==> src/rtl/ghm_pkg.sv <==
package ghm_pkg;
  localparam int unsigned BLK  = 128;
  localparam int unsigned HALF = BLK / 2;

  typedef enum logic [2:0] {
    PH_IDLE,
    PH_LO,
    PH_HI,
    PH_MID,
    PH_COMB,
    PH_RED
  } phase_e;

  // Bit-order reversal between the reflected port convention and the
  // internal convention where index i is the coefficient of x^i.
  function automatic logic [BLK-1:0] mirror(input logic [BLK-1:0] v);
    logic [BLK-1:0] r;
    for (int i = 0; i < BLK; i++) r[i] = v[BLK-1-i];
    return r;
  endfunction
endpackage

==> src/rtl/ghm_clmul_serial.sv <==
// Digit-serial carry-less multiplier: W x W -> 2W bits, D multiplier bits
// per cycle, MSB digit first. Fixed latency of W/D cycles after go.
module ghm_clmul_serial #(
  parameter int unsigned W = 64,
  parameter int unsigned D = 8
) (
  input  logic           clk,
  input  logic           rst,
  input  logic           go,
  input  logic [W-1:0]   a,
  input  logic [W-1:0]   b,
  output logic           fin,
  output logic [2*W-1:0] prod
);
  localparam int unsigned NDIG = W / D;
  localparam int unsigned CW   = $clog2(NDIG + 1);
  localparam int unsigned PW   = 2 * W;

  logic [W-1:0]   a_r, b_r;
  logic [PW-1:0]  acc;
  logic [CW-1:0]  cnt;
  logic           run, fin_r;
  logic [W+D-1:0] part;

  // Partial product of the multiplicand with the current top digit.
  always_comb begin
    part = '0;
    for (int i = 0; i < D; i++)
      if (b_r[W-D+i]) part = part ^ ((W+D)'(a_r) << i);
  end

  always_ff @(posedge clk) begin
    if (rst) begin
      a_r   <= '0;
      b_r   <= '0;
      acc   <= '0;
      cnt   <= '0;
      run   <= 1'b0;
      fin_r <= 1'b0;
    end else begin
      fin_r <= 1'b0;
      if (go) begin
        a_r <= a;
        b_r <= b;
        acc <= '0;
        cnt <= CW'(NDIG);
        run <= 1'b1;
      end else if (run) begin
        acc <= (acc << D) ^ PW'(part);
        b_r <= b_r << D;
        cnt <= cnt - 1'b1;
        if (cnt == CW'(1)) begin
          run   <= 1'b0;
          fin_r <= 1'b1;
        end
      end
    end
  end

  assign fin  = fin_r;
  assign prod = acc;
endmodule

==> src/rtl/ghm_key_store.sv <==
// Holds the (internally ordered) hash key halves and their XOR.
module ghm_key_store #(
  parameter int unsigned W = 128
) (
  input  logic           clk,
  input  logic           rst,
  input  logic           load,
  input  logic [W-1:0]   key_m,
  output logic [W/2-1:0] h_lo,
  output logic [W/2-1:0] h_hi,
  output logic [W/2-1:0] h_x,
  output logic           key_ok
);
  localparam int unsigned HW = W / 2;

  always_ff @(posedge clk) begin
    if (rst) begin
      h_lo   <= '0;
      h_hi   <= '0;
      h_x    <= '0;
      key_ok <= 1'b0;
    end else if (load) begin
      h_lo   <= key_m[HW-1:0];
      h_hi   <= key_m[W-1:HW];
      h_x    <= key_m[HW-1:0] ^ key_m[W-1:HW];
      key_ok <= 1'b1;
    end
  end
endmodule

==> src/rtl/ghm_fold.sv <==
// Reduces a 2W-bit product modulo x^W + x^T + x^2 + x + 1 with two folds.
module ghm_fold #(
  parameter int unsigned W = 128,
  parameter int unsigned T = 7
) (
  input  logic [2*W-1:0] prod,
  output logic [W-1:0]   res
);
  localparam int unsigned EW = W + T;

  logic [W-1:0]  hi, lo, g;
  logic [EW-1:0] t, hx;
  logic [T-1:0]  ovf;

  always_comb begin
    hi  = prod[2*W-1:W];
    lo  = prod[W-1:0];
    hx  = EW'(hi);
    t   = hx ^ (hx << 1) ^ (hx << 2) ^ (hx << T);
    ovf = t[EW-1:W];
    g   = W'(ovf) ^ (W'(ovf) << 1) ^ (W'(ovf) << 2) ^ (W'(ovf) << T);
    res = lo ^ t[W-1:0] ^ g;
  end
endmodule

==> src/rtl/ghash_kmul.sv <==
module ghash_kmul #(
  parameter int unsigned DIGIT = 8
) (
  input  logic         clk,
  input  logic         rst,
  input  logic         key_load,
  input  logic [127:0] key_in,
  input  logic         start,
  input  logic [127:0] x_in,
  output logic         busy,
  output logic         done,
  output logic [127:0] result
);
  import ghm_pkg::*;

  localparam int unsigned W       = BLK;
  localparam int unsigned HW      = HALF;
  localparam int unsigned LATENCY = 3 * (HW / DIGIT + 1) + 2;

  phase_e        ph;
  logic [HW-1:0] x_lo, x_hi;
  logic [W-1:0]  xm, folded;
  logic [W-1:0]  lo_p, hi_p, mid_p;
  logic [2*W-1:0] full;
  logic [W-1:0]  result_r;
  logic          done_r, busy_r;

  logic          key_ok, key_wr, accept;
  logic [HW-1:0] h_lo, h_hi, h_x;

  logic          m_go, m_fin;
  logic [HW-1:0] m_a, m_b;
  logic [W-1:0]  m_prod;

  assign xm     = mirror(x_in);
  assign key_wr = key_load && (ph == PH_IDLE);
  assign accept = start && (ph == PH_IDLE) && key_ok && !key_load;

  ghm_key_store #(.W(W)) u_key (
    .clk(clk), .rst(rst), .load(key_wr), .key_m(mirror(key_in)),
    .h_lo(h_lo), .h_hi(h_hi), .h_x(h_x), .key_ok(key_ok)
  );

  // Operand steering for the single shared 64x64 multiplier.
  always_comb begin
    m_go = 1'b0;
    m_a  = xm[HW-1:0];
    m_b  = h_lo;
    case (ph)
      PH_IDLE: m_go = accept;
      PH_LO: begin
        m_go = m_fin;
        m_a  = x_hi;
        m_b  = h_hi;
      end
      PH_HI: begin
        m_go = m_fin;
        m_a  = x_hi ^ x_lo;
        m_b  = h_x;
      end
      default: ;
    endcase
  end

  ghm_clmul_serial #(.W(HW), .D(DIGIT)) u_mul (
    .clk(clk), .rst(rst), .go(m_go), .a(m_a), .b(m_b),
    .fin(m_fin), .prod(m_prod)
  );

  ghm_fold #(.W(W), .T(7)) u_fold (
    .prod(full), .res(folded)
  );

  always_ff @(posedge clk) begin
    if (rst) begin
      ph       <= PH_IDLE;
      x_lo     <= '0;
      x_hi     <= '0;
      lo_p     <= '0;
      hi_p     <= '0;
      mid_p    <= '0;
      full     <= '0;
      result_r <= '0;
      done_r   <= 1'b0;
      busy_r   <= 1'b0;
    end else begin
      done_r <= 1'b0;
      case (ph)
        PH_IDLE: if (accept) begin
          x_lo   <= xm[HW-1:0];
          x_hi   <= xm[W-1:HW];
          busy_r <= 1'b1;
          ph     <= PH_LO;
        end
        PH_LO: if (m_fin) begin
          lo_p <= m_prod;
          ph   <= PH_HI;
        end
        PH_HI: if (m_fin) begin
          hi_p <= m_prod;
          ph   <= PH_MID;
        end
        PH_MID: if (m_fin) begin
          mid_p <= m_prod;
          ph    <= PH_COMB;
        end
        PH_COMB: begin
          full <= {hi_p, lo_p} ^ ((2*W)'(mid_p ^ hi_p ^ lo_p) << HW);
          ph   <= PH_RED;
        end
        PH_RED: begin
          result_r <= mirror(folded);
          done_r   <= 1'b1;
          busy_r   <= 1'b0;
          ph       <= PH_IDLE;
        end
        default: ph <= PH_IDLE;
      endcase
    end
  end

  assign busy   = busy_r;
  assign done   = done_r;
  assign result = result_r;
endmodule

==> config.mk <==
export PLATFORM = sky130hd
export DESIGN_NAME = ghash_kmul
export DESIGN_NICKNAME = d
export VERILOG_FILES = /design/src/rtl/ghm_pkg.sv /design/src/rtl/ghm_clmul_serial.sv /design/src/rtl/ghm_key_store.sv /design/src/rtl/ghm_fold.sv /design/src/rtl/ghash_kmul.sv
export SDC_FILE = /design/constraint.sdc
export NUM_CORES = 2
export LEC_CHECK = 0
export BUFFER_PORTS_ARGS = -buffer_cell sky130_fd_sc_hd__clkbuf_2
export CORE_MARGIN = 2
export CORE_UTILIZATION = 45
export DETAILED_ROUTE_END_ITERATION = 16
export PLACE_DENSITY = 0.65
export RECOVER_POWER = 100
export SKIP_LAST_GASP = 1
export SLEW_MARGIN = 40
export SYNTH_ARGS = -nofsm -noshare
export SYNTH_HDL_FRONTEND = slang
export SYNTH_SLANG_ARGS = --single-unit
==> constraint.sdc <==
create_clock -name clk -period 4.4 [get_ports clk]
set_input_delay 0.22 -clock clk [delete_from_list [all_inputs] [get_ports clk]]
set_output_delay 0.22 -clock clk [all_outputs]
set_load 0.005 [all_outputs]
[After elaboration in Yosys (flattened, before gate mapping)]
Cells that the tools add are included.
Cells by class
  add/subtract/negate cells: 1
  $mul: 0
  div/mod/pow operators: 0
  order comparisons: 0
  equality and inequality tests: 10
  shifts and indexed selects: 0
  muxes and demuxes: 27
  bitwise logic cells: 22
  reductions and logical operators: 17
Operator list (number)
  two-way mux 72 bit: 7
  bitwise XOR 128 bit: 3
  one-hot mux 64 bit (2 select lines): 2
  bitwise XOR 256 x 192 -> 256 bit: 1
  two-way mux 64 bit: 3
  bitwise XOR 135 x 130 -> 135 bit: 1
  bitwise XOR 135 bit: 1
  bitwise XOR 128 x 129 -> 129 bit: 1
  bitwise XOR 128 x 14 -> 128 bit: 1
  bitwise XOR 128 x 72 -> 128 bit: 1
  bitwise XOR 64 bit: 2
  bitwise XOR 72 x 65 -> 72 bit: 1
  bitwise XOR 72 x 66 -> 72 bit: 1
  bitwise XOR 72 x 67 -> 72 bit: 1
  bitwise XOR 72 x 68 -> 72 bit: 1
  bitwise XOR 72 x 69 -> 72 bit: 1
  bitwise XOR 72 x 70 -> 72 bit: 1
  bitwise XOR 72 x 71 -> 72 bit: 1
  one-hot mux 3 bit (5 select lines): 1
  bitwise XOR 9 x 14 -> 14 bit: 1
  two-way mux 3 bit: 4
  AND reduction 2 bit: 5
  bitwise XOR 8 x 9 -> 9 bit: 1
  two-way mux 4 bit: 2
  other kinds (18): 33
Storage, ports and cells
  register bits: 1356
  bits in latches: 0
  memory bits (writable): 0
  bits in read-only memories: 0
  input bits: 260
  output and inout port bits: 130
  word-level logic and storage cells: 98
  memories: 0

[Depth between registers and ports, before layout]
  depth after elaboration: 16
  depth in mapped cells: 9

[Cells and area by module]
A second synthesis with hierarchy kept.
Unflattened totals
  cell total of the unflattened synthesis: 7520
  area total of the unflattened synthesis: 65310.1 um^2
By module, submodules not included
  ghash_kmul: times used 1, cells each 4240, area an instance 36054.6 um^2
  ghm_clmul_serial: times used 1, cells each 2131, area an instance 17665.7 um^2
  ghm_key_store: times used 1, cells each 693, area an instance 7558.5 um^2
  ghm_fold: times used 1, cells each 456, area an instance 4031.4 um^2

[Worst setup path after synthesis]
OpenSTA, ideal clock, no wires.
  kind: flip-flop to flip-flop
  start: reg ph[1]
  end: reg u_mul.b_r[33]
  setup time: 0.138 ns
  arrival: 1.693 ns
  data required time: 4.262 ns
  setup slack: 2.569 ns
  stages on the path, launching flop included: 9
  path buffers: 4
  cells stage by stage: dfxtp_1 buf_4 or2_1 buf_2 or2_1 nand3_2 buf_2 clkbuf_1 a211oi_1
On the way
  cells in the longest elaborated chain, start to end: 6
  elaborated cells on any way between the ends: 11
  classes of those cells: 2 x eq/ne; 3 x mux; 6 x reduce/logical
Ends and longest elaborated chain
  start: declaration: line ghash_kmul.sv:20  | phase_e ph;
  start signal: assignment: line ghash_kmul.sv:76  | ph <= PH_IDLE;
  start signal: assignment: line ghash_kmul.sv:93  | ph <= PH_LO;
  start signal: assignment: line ghash_kmul.sv:97  | ph <= PH_HI;
  logical NOT 3 bit: line ghash_kmul.sv:37, ghash_kmul.sv:49
  logical AND 1 bit (3 in series): line ghash_kmul.sv:37  | assign accept = start && (ph == PH_IDLE) && key_ok && !key_load;
  one-hot mux 1 bit (2 select lines): line ghash_kmul.sv:49  | case (ph)
  two-way mux 64 bit or nonzero test 2 bit (tied branches)
  end signal: assignment: line ghm_clmul_serial.sv:50  | b_r <= b_r << D;
  end: declaration: line ghm_clmul_serial.sv:19  | logic [W-1:0] a_r, b_r;
Parallel ways exist; a longest one is shown, timed or not.
A chain may end at the register's enable or synchronous reset.

[Final worst setup path]
  start: reg ph[1]
  end: reg u_mul.a_r[31]
On the way
  cells in the longest elaborated chain, start to end: 5
  elaborated cells on any way between the ends: 9
  classes of those cells: 2 x eq/ne; 2 x mux; 5 x reduce/logical
Ends and longest elaborated chain
  logical NOT 3 bit: line ghash_kmul.sv:37, ghash_kmul.sv:49
  logical AND 1 bit (3 in series): line ghash_kmul.sv:37
  one-hot mux 1 bit (2 select lines): line ghash_kmul.sv:49
  end signal: assignment: line ghm_clmul_serial.sv:34  | a_r <= '0;
  end signal: assignment: line ghm_clmul_serial.sv:43  | a_r <= a;
  end: declaration: line ghm_clmul_serial.sv:19
Parallel ways exist; a longest one is shown, timed or not.

==> metrics.txt <==
# TYPE chip_impl_metric gauge
chip_impl_metric{name="dr_total_vias",unit=""} 53900
chip_impl_metric{name="power_density_over_cell_area",unit="nW/um^2"} 364
chip_impl_metric{name="die-area",unit="sq um"} 146000
chip_impl_metric{name="grt_max_degree",unit=""} 191
chip_impl_metric{name="placementRows",unit=""} 138
chip_impl_metric{name="synth-edff-count",unit=""} 0
chip_impl_metric{name="synth_cells",unit=""} 7689
chip_impl_metric{name="place.port_buffers",unit=""} 389
chip_impl_metric{name="die_width",unit="um"} 383
chip_impl_metric{name="synth_seq_area_share",unit=""} 0.421
chip_impl_metric{name="floorplan.initialDensity",unit=""} 0.454
chip_impl_metric{name="grt_util_all_layers",unit=""} 0.253
chip_impl_metric{name="drtPass1Iterations",unit=""} 6
chip_impl_metric{name="post_synth_instance_area",unit="sq um"} 64500
chip_impl_metric{name="globalplace.congestion",unit=""} 0.836
chip_impl_metric{name="io-pin-count",unit=""} 390
chip_impl_metric{name="post_cts_resize_count",unit=""} 0
chip_impl_info{name="dr.max_layer_used",value="met4"} 1
chip_impl_metric{name="setup_violations",unit=""} 0
chip_impl_metric{name="h_tree_lvls",unit=""} 4
chip_impl_metric{name="cts.hold.buffers_added",unit=""} 285
chip_impl_metric{name="clock.fmax",unit="GHz"} 0.273
chip_impl_info{name="timing.hold.worst.class",value="in -> reg"} 1
chip_impl_metric{name="layout.nets",unit=""} 8207
chip_impl_metric{name="yosys_warnings",unit=""} 0
chip_impl_metric{name="postRouteWirelength",unit="um"} 191000
chip_impl_metric{name="syn-num-nets",unit=""} 7951
chip_impl_metric{name="hpwl",unit="um"} 121000
chip_impl_info{name="tritoncts",value="built"} 1
chip_impl_metric{name="synth.ff_latch_count",unit=""} 1356
chip_impl_metric{name="power.ir.vdd_worst",unit="V"} 0.000278
chip_impl_metric{name="floorplan.core_area",unit="sq um"} 142000
chip_impl_info{name="run_status",value="complete, but fails checks"} 1
chip_impl_metric{name="grt_antenna_before_repair",unit=""} 6
chip_impl_info{name="start_kind",value="register"} 1
chip_impl_info{name="end_kind",value="register"} 1
chip_impl_metric{name="clk_path_buf_depth",unit=""} 3
chip_impl_metric{name="cp_data_required_time",unit="ns"} 4.92
chip_impl_metric{name="number_of_hold_slack_violations_in_the_final_timing_report",unit=""} 0
chip_impl_metric{name="wl_met3",unit="um"} 12300
chip_impl_metric{name="critPathMaxFanout",unit=""} 75
chip_impl_info{name="worst-setup-path-type",value="reg -> reg"} 1
chip_impl_metric{name="grt-ovfl-total",unit=""} 0
chip_impl_metric{name="drive_above_1_share",unit=""} 0.0820
chip_impl_metric{name="post_route_setup_tns",unit="ns"} 0
chip_impl_metric{name="final_max_slew_viol_count",unit=""} 304
chip_impl_info{name="failed_checks",value="max-capacitance violations, max-slew violations"} 1
chip_impl_metric{name="cts_made_buffers",unit=""} 149
chip_impl_metric{name="maxCapViolCount",unit=""} 4
chip_impl_metric{name="met2RoutedLength",unit="um"} 86600
chip_impl_metric{name="post_cts.repair.setup_buffers",unit=""} 0
chip_impl_metric{name="final_period_minus_worst_setup_slack",unit="ns"} 3.66
chip_impl_metric{name="multiInputGateArea",unit="sq um"} 34800
chip_impl_info{name="most-common-layout-cells",value="nand2_1 (2055), dfxtp_1 (1345), xnor2_1 (916), a21oi_1 (781), nor2_1 (398)"} 1
chip_impl_metric{name="syn-mean-instance-area",unit="sq um"} 8.39
chip_impl_metric{name="tightestPinTransition",unit="ns"} 2.52
chip_impl_metric{name="detail_route.wirelength.met1",unit="um"} 87200
chip_impl_info{name="synth_flop_cell",value="dfxtp_1"} 1
chip_impl_metric{name="post_drt_via_cell_ratio",unit=""} 5.42
chip_impl_metric{name="layout.filler_cells",unit=""} 13100
chip_impl_metric{name="drt-wirelength-per-cell",unit="um"} 19.2
chip_impl_metric{name="post_route_fraction_of_the_period_consumed_by_the_critical_path",unit=""} 0.832
chip_impl_metric{name="drt_drc_violations_left",unit=""} 0
chip_impl_info{name="cts_root_buffer",value="clkbuf_16"} 1
chip_impl_metric{name="via_count_of_the_first_global_routing_pass",unit=""} 50700
chip_impl_metric{name="clk_lat_worst_skew",unit="ns"} 0.78
chip_impl_metric{name="final-seq-area",unit="sq um"} 27200
chip_impl_metric{name="first_pass_grt_wire_length",unit="um"} 296000
chip_impl_metric{name="timing.clock.skew",unit="ns"} 0.0400
chip_impl_info{name="mostFrequentLayoutCell",value="nand2_1"} 1
chip_impl_metric{name="ys_async_sr_fraction",unit=""} 0
chip_impl_metric{name="drt.antenna.violating_nets",unit=""} 0
chip_impl_metric{name="power.static_leakage",unit="nW"} 26.3
chip_impl_metric{name="clk_pin_slew_worst_paths",unit="ns"} 0.06
chip_impl_metric{name="final_util",unit=""} 0.529
chip_impl_metric{name="synth_cell_types",unit=""} 43
chip_impl_metric{name="drt_iter0_markers",unit=""} 5239
chip_impl_metric{name="max_slew_margin",unit=""} -0.681
chip_impl_metric{name="areaGrowthSynthToFinish",unit="%"} 16.5
chip_impl_info{name="unrepaired_setup_endpoints_after_global_routing",value="false"} 1
chip_impl_metric{name="dieHeight",unit="um"} 383
chip_impl_metric{name="number_of_clock_sinks",unit=""} 1356
chip_impl_metric{name="cp.arrival",unit="ns"} 4.18
## metrics by stage
stage / power, mW / std cells / hold slack (ns) / area, sq um / setup slack (ns)
5_1_grt: 28.3 / 9955 / 0.0787 / 75100 / 0.539
3_5_place_dp: 14.5 / 9395 / 0.447 / 67400 / 1.31
2_1_floorplan: 13.9 / 7689 / 0.356 / 64500 / 2.57
3_3_place_gp: 14.4 / 9388 / 0.442 / 67200 / 1.21
4_1_cts: 27.6 / 9949 / 0.0586 / 75300 / 1.19
6_report: 27.4 / 9956 / 0.0625 / 75100 / 0.741
## where the power goes
group          switching (mW)  internal (mW)  total, mW
clock                    5.29           7.64       12.9
sequential              0.270           12.5       12.8
combinational           0.971          0.700       1.67
total                    6.53           20.9       27.4
## Yosys cell counts, drive strengths merged (2+ instances only)
| master | number | area share |
|---|---|---|
| nand3b | 57 | 0.0066 |
| o221ai | 72 | 0.0098 |
| nand3 | 66 | 0.0052 |
| dfxtp | 1356 | 0.42 |
| xor2 | 199 | 0.027 |
| or2 | 2 | 0.00019 |
| clkbuf | 459 | 0.027 |
| and2 | 3 | 0.00029 |
| a211oi | 313 | 0.036 |
| and4bb | 3 | 0.00058 |
| nor2 | 398 | 0.023 |
| a21oi | 782 | 0.061 |
| mux2i | 119 | 0.018 |
| o22ai | 119 | 0.012 |
| o22a | 65 | 0.0088 |
| xor3 | 56 | 0.021 |
| nor2b | 56 | 0.0054 |
| xnor2 | 916 | 0.12 |
| xnor3 | 62 | 0.022 |
| nand2 | 2058 | 0.12 |
| a22o | 128 | 0.017 |
| inv | 4 | 0.00023 |
| nor3 | 67 | 0.0054 |
| nand2b | 4 | 0.00039 |
| o21ai | 63 | 0.0049 |
| o21a | 2 | 0.00023 |
| ha | 2 | 0.00039 |
| a31o | 56 | 0.0076 |
| buf | 194 | 0.014 |
## registers in the layout (all words and copies together) (netlist names), 128 cells and up
signal and flops:
lo_p 128, full 256, mid_p 128, u_mul.prod 128, result 128, hi_p 128
## final cells by class
class	instances	share of cell area
Antenna cell	3	0.0000999
Clock buffer	223	0.0588
Clock inverter	46	0.00889
Inverter	4	0.000200
Multi-Input combinational cell	5676	0.463
Sequential cell	1356	0.362
Tap cell	1890	0.0315
Timing Repair Buffer	758	0.0758
## path summary, 6_finish.rpt
path / from / endpoint / slack, ns / cells after the start
setup / recovery: ph[1]$_SDFFE_PP0P_ / u_mul.a_r[31]$_SDFFE_PP0P_ / 0.74 / 7
hold / removal: key_load / u_key.h_hi[61]$_SDFFE_PP0P_ / 0.06 / 4
setup reg to reg: ph[1]$_SDFFE_PP0P_ / u_mul.a_r[31]$_SDFFE_PP0P_ / 0.74 / 7
hold reg to reg: u_key.h_lo[52]$_SDFFE_PP0P_ / u_key.h_lo[52]$_SDFFE_PP0P_ / 0.45 / 2
## cells by family (layout without fill, tap and decap cells)
kind of cell             after synthesis  count (layout)  synth area share
AND/OR/NAND/NOR                     2718            2718             0.168
AO/OA/AOI/OAI                       1603            1603             0.158
flip-flops                          1356            1356             0.421
XOR/XNOR                            1233            1233             0.194
buffers and inverters                657            1031            0.0406
multiplexers                         120             120            0.0186
adder cells (fa/ha/maj)                2               2          0.000388
other                                  0               3                 0
## critical path, stage by stage (launching register included)
cell and delay [ns]:
dfxtp_1 0.61, buf_4 0.71, or2_2 0.25, or2_0 0.45
nand3_4 0.63, buf_12 0.43, nor2_1 0.15, nor3_1 0.05
## per-layer routing
| metal | vias to the layer above | GRT usage |
|---|---|---|
| met5 | - | 0 |
| met4 | 0 | 0.0784 |
| met3 | 303 | 0.0355 |
| met2 | 1779 | 0.397 |
| met1 | 25600 | 0.359 |
| li1 | 26200 | - |
Note: power is estimated with default switching activity, not from simulation.
